<file path="config.mk">
export PLATFORM = sky130hd
export DESIGN_NAME = mac_round_unit
export DESIGN_NICKNAME = d
export VERILOG_FILES = /design/src/rtl/mac_round_pkg.sv /design/src/rtl/mac_round_ctrl.sv /design/src/rtl/mac_round_datapath.sv /design/src/rtl/mac_round_unit.sv
export SDC_FILE = /design/constraint.sdc
export NUM_CORES = 1
export LEC_CHECK = 0
export BUFFER_PORTS_ARGS = -buffer_cell sky130_fd_sc_hd__buf_2
export CAP_MARGIN = 0
export CELL_PAD_IN_SITES_DETAIL_PLACEMENT = 0
export CELL_PAD_IN_SITES_GLOBAL_PLACEMENT = 1
export CORE_ASPECT_RATIO = 0.75
export CORE_MARGIN = 5
export CORE_UTILIZATION = 36
export DETAILED_ROUTE_END_ITERATION = 10
export GPL_TIMING_DRIVEN = 0
export MAX_ROUTING_LAYER = met4
export PLACE_DENSITY = 0.77
export SLEW_MARGIN = 10
export SYNTH_ARGS = -nofsm -noshare
export SYNTH_HDL_FRONTEND = slang
export SYNTH_SLANG_ARGS = --single-unit
</file>
<file path="constraint.sdc">
create_clock -name clk -period 1 [get_ports clk]
set_input_delay 0.1 -clock clk [delete_from_list [all_inputs] [get_ports clk]]
set_output_delay 0.1 -clock clk [all_outputs]
set_load 0.01 [all_outputs]
</file>
<file path="src/rtl/mac_round_pkg.sv">
package mac_round_pkg;
  // Strobes from the control path to the datapath
  typedef struct packed {
    logic capture;    // load the output register this cycle
    logic forceEven;  // clear the upper-word LSB of the rounded sum
  } rnd_strobe_t;
endpackage

</file>
<file path="src/rtl/mac_round_ctrl.sv">
module mac_round_ctrl
  import mac_round_pkg::*;
(
  input  logic        clk,
  input  logic        rstN,
  input  logic        roundEn,
  input  logic        biasMode,
  input  logic        isTie,
  output rnd_strobe_t strobe,
  output logic        accValid
);
  always_comb begin
    strobe.capture   = roundEn;
    strobe.forceEven = roundEn && !biasMode && isTie;
  end

  always_ff @(posedge clk or negedge rstN) begin
    if (!rstN) accValid <= 1'b0;
    else       accValid <= roundEn;
  end
endmodule

</file>
<file path="src/rtl/mac_round_datapath.sv">
module mac_round_datapath
  import mac_round_pkg::*;
#(
  parameter int GUARD_W = 8,
  parameter int WORD_W  = 16
) (
  input  logic                            clk,
  input  logic                            rstN,
  input  rnd_strobe_t                     strobe,
  input  logic [GUARD_W+2*WORD_W-1:0]     accIn,
  output logic                            isTie,
  output logic [GUARD_W+2*WORD_W-1:0]     accOut
);
  localparam int ACC_W = GUARD_W + 2*WORD_W;
  localparam int UP_W  = GUARD_W + WORD_W;
  localparam logic [WORD_W-1:0] HALF = {1'b1, {(WORD_W-1){1'b0}}};

  logic [WORD_W-1:0] lowWord;
  logic [UP_W-1:0]   upperIn;
  logic [UP_W-1:0]   upperSum;
  logic [UP_W-1:0]   upperRnd;

  assign lowWord = accIn[WORD_W-1:0];
  assign upperIn = accIn[ACC_W-1:WORD_W];
  assign isTie   = (lowWord == HALF);

  // Adding one half carries into the upper part exactly when the low MSB is set
  assign upperSum = upperIn + {{(UP_W-1){1'b0}}, lowWord[WORD_W-1]};

  always_comb begin
    upperRnd = upperSum;
    if (strobe.forceEven) upperRnd[0] = 1'b0;
  end

  always_ff @(posedge clk or negedge rstN) begin
    if (!rstN)               accOut <= '0;
    else if (strobe.capture) accOut <= {upperRnd, lowWord};
  end
endmodule

</file>
<file path="src/rtl/mac_round_unit.sv">
module mac_round_unit
  import mac_round_pkg::*;
#(
  parameter int GUARD_W = 8,
  parameter int WORD_W  = 16
) (
  input  logic                        clk,
  input  logic                        rstN,
  input  logic                        roundEn,
  input  logic                        biasMode,
  input  logic [GUARD_W+2*WORD_W-1:0] accIn,
  output logic [GUARD_W+2*WORD_W-1:0] accOut,
  output logic                        accValid
);
  rnd_strobe_t strobe;
  logic        isTie;

  mac_round_ctrl i_ctrl (
    .clk      (clk),
    .rstN     (rstN),
    .roundEn  (roundEn),
    .biasMode (biasMode),
    .isTie    (isTie),
    .strobe   (strobe),
    .accValid (accValid)
  );

  mac_round_datapath #(.GUARD_W(GUARD_W), .WORD_W(WORD_W)) i_dp (
    .clk    (clk),
    .rstN   (rstN),
    .strobe (strobe),
    .accIn  (accIn),
    .isTie  (isTie),
    .accOut (accOut)
  );
endmodule

</file>
==> results.yml, run 1 <==
finish:
  final_cells: 374
  layout_common_cells: "78 x buf_2, 41 x dfrtp_1, 24 x nor2_1, 17 x mux2_2, 16 x a21oi_1"
  design_area_um2: 2980
  nets: 343
  layout_commonest_cell: "buf_2"
  drive_gt1_share_pct: 49.3
  num_antenna_cells: 0
  fillers: 561
  area_growth_pct: 43.6
  multi_input_area_um2: 1080
  regArea_um2: 1030
clock_network:
  cts.sinks: 41
  cts_max_level: 2
  insertion_delay_ps: 290
  cts_tree: "done"
  cts_max_path_buffers: 2
  clkTransAtPathRegs_ps: 80
  cts-buffers-inserted: 5
  cts-root-buf: "clkbuf_8"
setup_path:
  rr_endpoint: "i_dp.accOut[36]"
  critPathKind: "primary input to register"
  cp_common_cell: "ha_4"
  critPathSlowestCell: "or3_1"
  critPathCaptureType: "register"
  cp_cell_sequence: "buf_12 -> ha_4 -> ha_4 -> nand3_4 -> nor4_4 -> buf_6 -> and4b_1 -> or3_1"
  slowest_delay_ps: 340
  crit_start: "accIn[15]"
  start_kind: "primary input"
  cp_data_arrival_time_ps: 1260
  reg2regPathDepth: 2
  cp_data_required_time_ps: 1180
  rr_startpoint: "i_dp.accOut[36]"
  crit_end: "i_dp.accOut[36]"
  cp_max_fo: 4
  r2r_setup_slack_ps: 90
global_routing:
  grtUsageTotal_pct: 15.6
  gr-total-overflow: 0
  grt_pass1_vias: 1855
  busiest_layer: "met2"
  grt_util_met2_pct: 24.3
  grt_util_met1_pct: 19.6
  grt_max_degree: 42
  grt.met3_usage_pct: 5.95
  grt_pass1_wl_um: 8850
  antenna_found_initial: 0
sta:
  setup_viol: 5
  whs_ps: -55.4
  fmax_mhz: 918
  hold_viol: 41
  setup-tns-final_ps: -282
  fin_crit_sh_pct: 109
  drv_slew: 0
  min_period_ps: 1090
  setup_slack_ps: -88.8
  rsz0062_at_grt: "yes"
  relSlewSlack_pct: 38.1
  worstMarginPinSlew_ps: 928
  fin_worst_skew_ps: 0
placement:
  gp_congestion: 0.772
  place_inst: 353
  dpl_cell_area_um2: 2660
  port_buffers: 84
  hpwl_um: 4030
drt:
  first_pass_iters: 4
  via_count: 1815
  ant_nets: 0
  drt_iter0_drc: 60
  wire_per_inst_um: 15.0
  vias_per_cell: 4.85
  wl_um: 5620
  drc_errors: 0
logic_synthesis:
  synth_seq_area_share_pct: 49.4
  syn-num-nets: 238
  synth.avg_cell_area_um2: 10.9
  ys_warn_count: 0
  yosysUniqueCellTypes: 35
  syn_area_um2: 2080
  syn_inst: 191
  ys_seq_elements: 41
power:
  vdd.ir_drop.worst_mv: 0.767
  powerDensity_nw_per_um2: 1350
  p_leak_nw: 1.34
floorplanning:
  die_w_um: 97.7
  pin_count: 85
  die_h_um: 75.8
  rows: 24
  dieArea_um2: 7400
  core_area_um2: 5710
  initial_utilization_pct: 36.4
run:
  max_cap_viol_count: 0
run_status:
  status: "finished, violations left"
  violations: "negative hold slack, negative setup slack"
hold_path:
  hold_class: "primary input to async pin"
[synthesized netlist by cell type]
| cell | n | share of area, % |
|---|---|---|
| nand4b_1 | 3 | 1.3 |
| a31oi_1 | 4 | 1.2 |
| and4_1 | 1 | 0.42 |
| o2bb2ai_1 | 2 | 0.84 |
| nor3b_1 | 1 | 0.36 |
| xnor2_1 | 13 | 5.5 |
| mux2i_1 | 2 | 0.96 |
| xor2_1 | 1 | 0.42 |
| nor3_1 | 3 | 0.72 |
| nand4_1 | 5 | 1.5 |
| nand4_4 | 2 | 2.0 |
| a41o_1 | 1 | 0.48 |
| nor4b_1 | 1 | 0.42 |
| dfrtp_1 | 41 | 49 |
| nor4_4 | 2 | 2.0 |
| mux2_2 | 17 | 9.2 |
| nand3_4 | 1 | 0.84 |
| clkbuf_1 | 7 | 1.3 |
| a211o_1 | 2 | 0.84 |
| nor4_1 | 7 | 2.1 |
| inv_1 | 8 | 1.4 |
| ha_1 | 3 | 1.8 |
| nand3b_1 | 1 | 0.36 |
| nand2_1 | 9 | 1.6 |
| a31o_2 | 2 | 0.84 |
| and4b_1 | 1 | 0.48 |
| nand3_2 | 1 | 0.48 |
| buf_1 | 1 | 0.18 |
| and3_1 | 3 | 0.90 |
| o211ai_1 | 1 | 0.36 |
| a31o_1 | 1 | 0.42 |
| a21oi_1 | 16 | 3.9 |
| or3_1 | 1 | 0.30 |
| nand3_1 | 3 | 0.72 |
| nor2_1 | 24 | 4.3 |
[report_power, final]
group          switching (mW)  internal (mW)
combinational           0.444          0.393
clock                   0.566          0.726
sequential             0.0820           1.82
total                    1.09           2.94
[cells by family after synthesis]
kind of cell | Yosys count | share of synthesized area (%)
AO/OA/AOI/OAI | 29 | 8.86
AND/OR/NAND/NOR | 69 | 21.0
XOR/XNOR | 14 | 5.90
adder cells (fa/ha/maj) | 3 | 1.81
buffers and inverters | 16 | 2.89
flip-flops | 41 | 49.4
multiplexers | 19 | 10.2
[worst max-delay path: cells and delay by family]
family	cells	cell delay [ps]
adders and majority gates	2	310
buffers and inverters	2	240
and+or+nand+nor	4	620
[how the worst min path moves through the flow]
stage | cells after the start | start | endpoint
after floorplan | 0 | rstN | i_ctrl.accValid
after global placement | 1 | roundEn | i_ctrl.accValid
after detailed placement | 1 | roundEn | i_ctrl.accValid
after CTS | 1 | rstN | i_dp.accOut[36]
after global routing | 1 | rstN | i_dp.accOut[22]
final | 1 | rstN | i_dp.accOut[39]
[what timing repair did]
item / CTS / global route
pin swaps: 6 / 7
gates resized for setup: 10 / 18
buffers inserted: 8 / 5
hold buffers: 1 / 0
endpoints found under the setup margin: 23 / 10
endpoints found under the hold margin: 42 / 0
[flip-flops by register name, indices dropped and copies added (netlist names)]
signal / cells
i_ctrl.accValid: 1
i_dp.accOut: 40
[per-stage QoR]
step / worst slack, ps / util (%) / total power, mW
after floorplan: -351 / - / 2.31
after global placement: -751 / 46.6 / 2.71
after detailed placement: -761 / 46.6 / 2.73
final: -88.8 / 52.3 / 4.03
after CTS: -143 / 50.2 / 4.05
after global routing: -126 / 52.3 / 4.25
[cell type report]
class                      instances  share of cell area (%)
buffer                             8                    1.72
clock buffer                       5                    2.31
clock inverter                     2                    1.17
inverter                           8                    1.01
multi-input combinational        134                    36.2
sequential                        41                    34.4
tap                               78                    3.27
timing repair buffer              98                    19.9
[per-layer routing]
metal | part of all wire (%) | routed length (um) | vias to the layer above
li1 | - | - | 898
met1 | 47 | 2670 | 846
met2 | 43 | 2420 | 65
met3 | 8.6 | 482 | 6
met4 | 0.89 | 50 | 0
met5 | 0 | 0 | -
Power figures use the tool's default switching activity.
==> run 2, diff against run 1 <==
HOLD_SLACK_MARGIN = 0.06   (was not set)
==> run 2 against run 1 <==
  * The flow still finishes with violations (negative hold slack, negative setup slack)
  * Sequential power about the same
  * Wire length up 3.2%
  * Critical path depth unchanged
  * Worst setup slack got worse by 2.2 ps
  * Die area did not move
  * Worst hold slack improved by 4.6 ps
  * Final area is 3.7% higher
  * Register-to-register slack is essentially flat
  * Largest power group unchanged
==> results.yml, run 2 (synthesis gave the netlist of run 1 again) <==
placement:
  place_inst: 353
  hpwl_um: 4030
  gp_congestion: 0.772
  port_buffers: 84
  dpl_cell_area_um2: 2660
clock_network:
  insertion_delay_ps: 290
  cts-root-buf: "clkbuf_8"
  cts_max_path_buffers: 2
  cts_tree: "done"
  cts_max_level: 2
  clkTransAtPathRegs_ps: 80
  cts.sinks: 41
  cts-buffers-inserted: 5
sta:
  whs_ps: -50.8
  drv_slew: 0
  min_period_ps: 1090
  hold_viol: 41
  fmax_mhz: 917
  worstMarginPinSlew_ps: 938
  setup_viol: 5
  fin_crit_sh_pct: 109
  rsz0062_at_grt: "yes"
  fin_worst_skew_ps: 0
  relSlewSlack_pct: 37.5
  setup_slack_ps: -91.0
setup_path:
  cp_max_fo: 4
  cp_data_arrival_time_ps: 1270
  cp_cell_sequence: "buf_12 -> ha_4 -> ha_4 -> nand3_4 -> nor4_4 -> buf_6 -> and4b_1 -> or3_1"
  cp_num_cells: 8
  critPathCaptureType: "register"
  cp_data_required_time_ps: 1170
  critPathSlowestCell: "or3_1"
  cp_top_family: "simple AND/OR/NAND/NOR gates"
  rr_startpoint: "i_dp.accOut[36]"
  reg2regPathDepth: 2
  rr_endpoint: "i_dp.accOut[36]"
  critPathKind: "primary input to register"
  r2r_setup_slack_ps: 90
  cp_common_cell: "ha_4"
  start_kind: "primary input"
  worst-path-buf-inv: 2
  slowest_delay_ps: 340
finish:
  final_cells: 385
  nets: 354
  layout_commonest_cell: "buf_2"
  registers.top_by_ff_count: "i_dp.accOut"
  layout_common_cells: "78 x buf_2, 41 x dfrtp_1, 24 x nor2_1, 17 x mux2_2, 16 x a21oi_1"
  fillers: 549
  area_growth_pct: 48.9
  num_antenna_cells: 0
  design_area_um2: 3090
  drive_gt1_share_pct: 47.6
  top_regs: "i_dp.accOut: 40 flops, i_ctrl.accValid: 1 flops"
  largest_register_ffs: 40
power:
  powerDensity_nw_per_um2: 1320
  p_seq_share_pct: 46.8
  internal-power_mw: 2.97
  vdd.ir_drop.worst_mv: 0.764
  p_leak_nw: 1.39
  switching_share_pct: 27.1
  pwr-share-comb_pct: 21.4
  p_switching_mw: 1.10
  clkPwrFrac_pct: 31.8
  total_power_mw: 4.07
run_status:
  violations: "negative hold slack, negative setup slack"
  status: "finished, violations left"
floorplanning:
  die_h_um: 75.8
  core_area_um2: 5710
  pin_count: 85
  die_w_um: 97.7
  rows: 24
  initial_utilization_pct: 36.4
  dieArea_um2: 7400
run:
  max_cap_viol_count: 0
drt:
  ant_nets: 0
  wl_um: 5800
  first_pass_iters: 4
  wire_per_inst_um: 15.1
  drc_errors: 0
  via_count: 1882
  drt_iter0_drc: 50
  vias_per_cell: 4.89
global_routing:
  grtUsageTotal_pct: 15.9
  grt_pass1_vias: 1871
  antenna_found_initial: 0
  gr-total-overflow: 0
  grt_max_degree: 42
  grt_pass1_wl_um: 8990
hold_path:
  hold_class: "primary input to async pin"
run 2: metal layers:
| metal | share of wire [%] | wire (um) | GRT usage [%] | vias up |
|---|---|---|---|---|
| met5 | 0 | 0 | - | - |
| met4 | 0.86 | 50 | 3.69 | 0 |
| met3 | 8.8 | 510 | 6.04 | 6 |
| met2 | 45 | 2590 | 25.3 | 73 |
| met1 | 46 | 2650 | 19.5 | 884 |
| li1 | - | - | - | 919 |
run 2: worst max-delay path by stage:
stage	start	end	slack (ps)
after detailed placement	accIn[15]	i_dp.accOut[36]	-760
final	accIn[15]	i_dp.accOut[36]	-90
after CTS	accIn[16]	i_dp.accOut[36]	-140
after floorplan	accIn[15]	i_dp.accOut[36]	-350
after global placement	accIn[15]	i_dp.accOut[36]	-750
after global routing	accIn[15]	i_dp.accOut[36]	-130
run 2: power groups by stage:
stage          Clock (mW)  Sequential, mW  Combinational, mW
6_report             1.29            1.90              0.871
5_1_grt              1.40            1.92              0.962
4_1_cts              1.32            1.90              0.852
3_5_place_dp            0            1.93              0.799
3_3_place_gp            0            1.93              0.788
2_1_floorplan           0            2.01              0.297
run 2: timing repair:
action	in CTS	in global routing
pin swaps	6	7
setup endpoints to repair	23	10
gates resized for setup	10	18
hold buffers	11	1
buffers inserted	8	5
gates cloned	0	0
hold endpoints to repair	52	42
run 2: stage by stage:
| step | setup WS (ps) | setup TNS, ps | utilization [%] |
|---|---|---|---|
| 2_1_floorplan | -351 | -1940 | - |
| 3_3_place_gp | -751 | -14170 | 46.6 |
| 3_5_place_dp | -761 | -14870 | 46.6 |
| 4_1_cts | -143 | -601 | 52.0 |
| 5_1_grt | -126 | -651 | 54.2 |
| 6_report | -91.0 | -276 | 54.2 |
run 2: cell type report:
| cell class | count | area, um^2 | share of cell area (%) |
|---|---|---|---|
| inverter | 8 | 30.0 | 0.971 |
| sequential | 41 | 1030 | 33.2 |
| clock inverter | 2 | 35.0 | 1.13 |
| buffer | 8 | 51.3 | 1.66 |
| multi-input combinational | 134 | 1080 | 34.9 |
| timing repair buffer | 109 | 703 | 22.7 |
| clock buffer | 5 | 68.8 | 2.23 |
| tap | 78 | 97.6 | 3.16 |
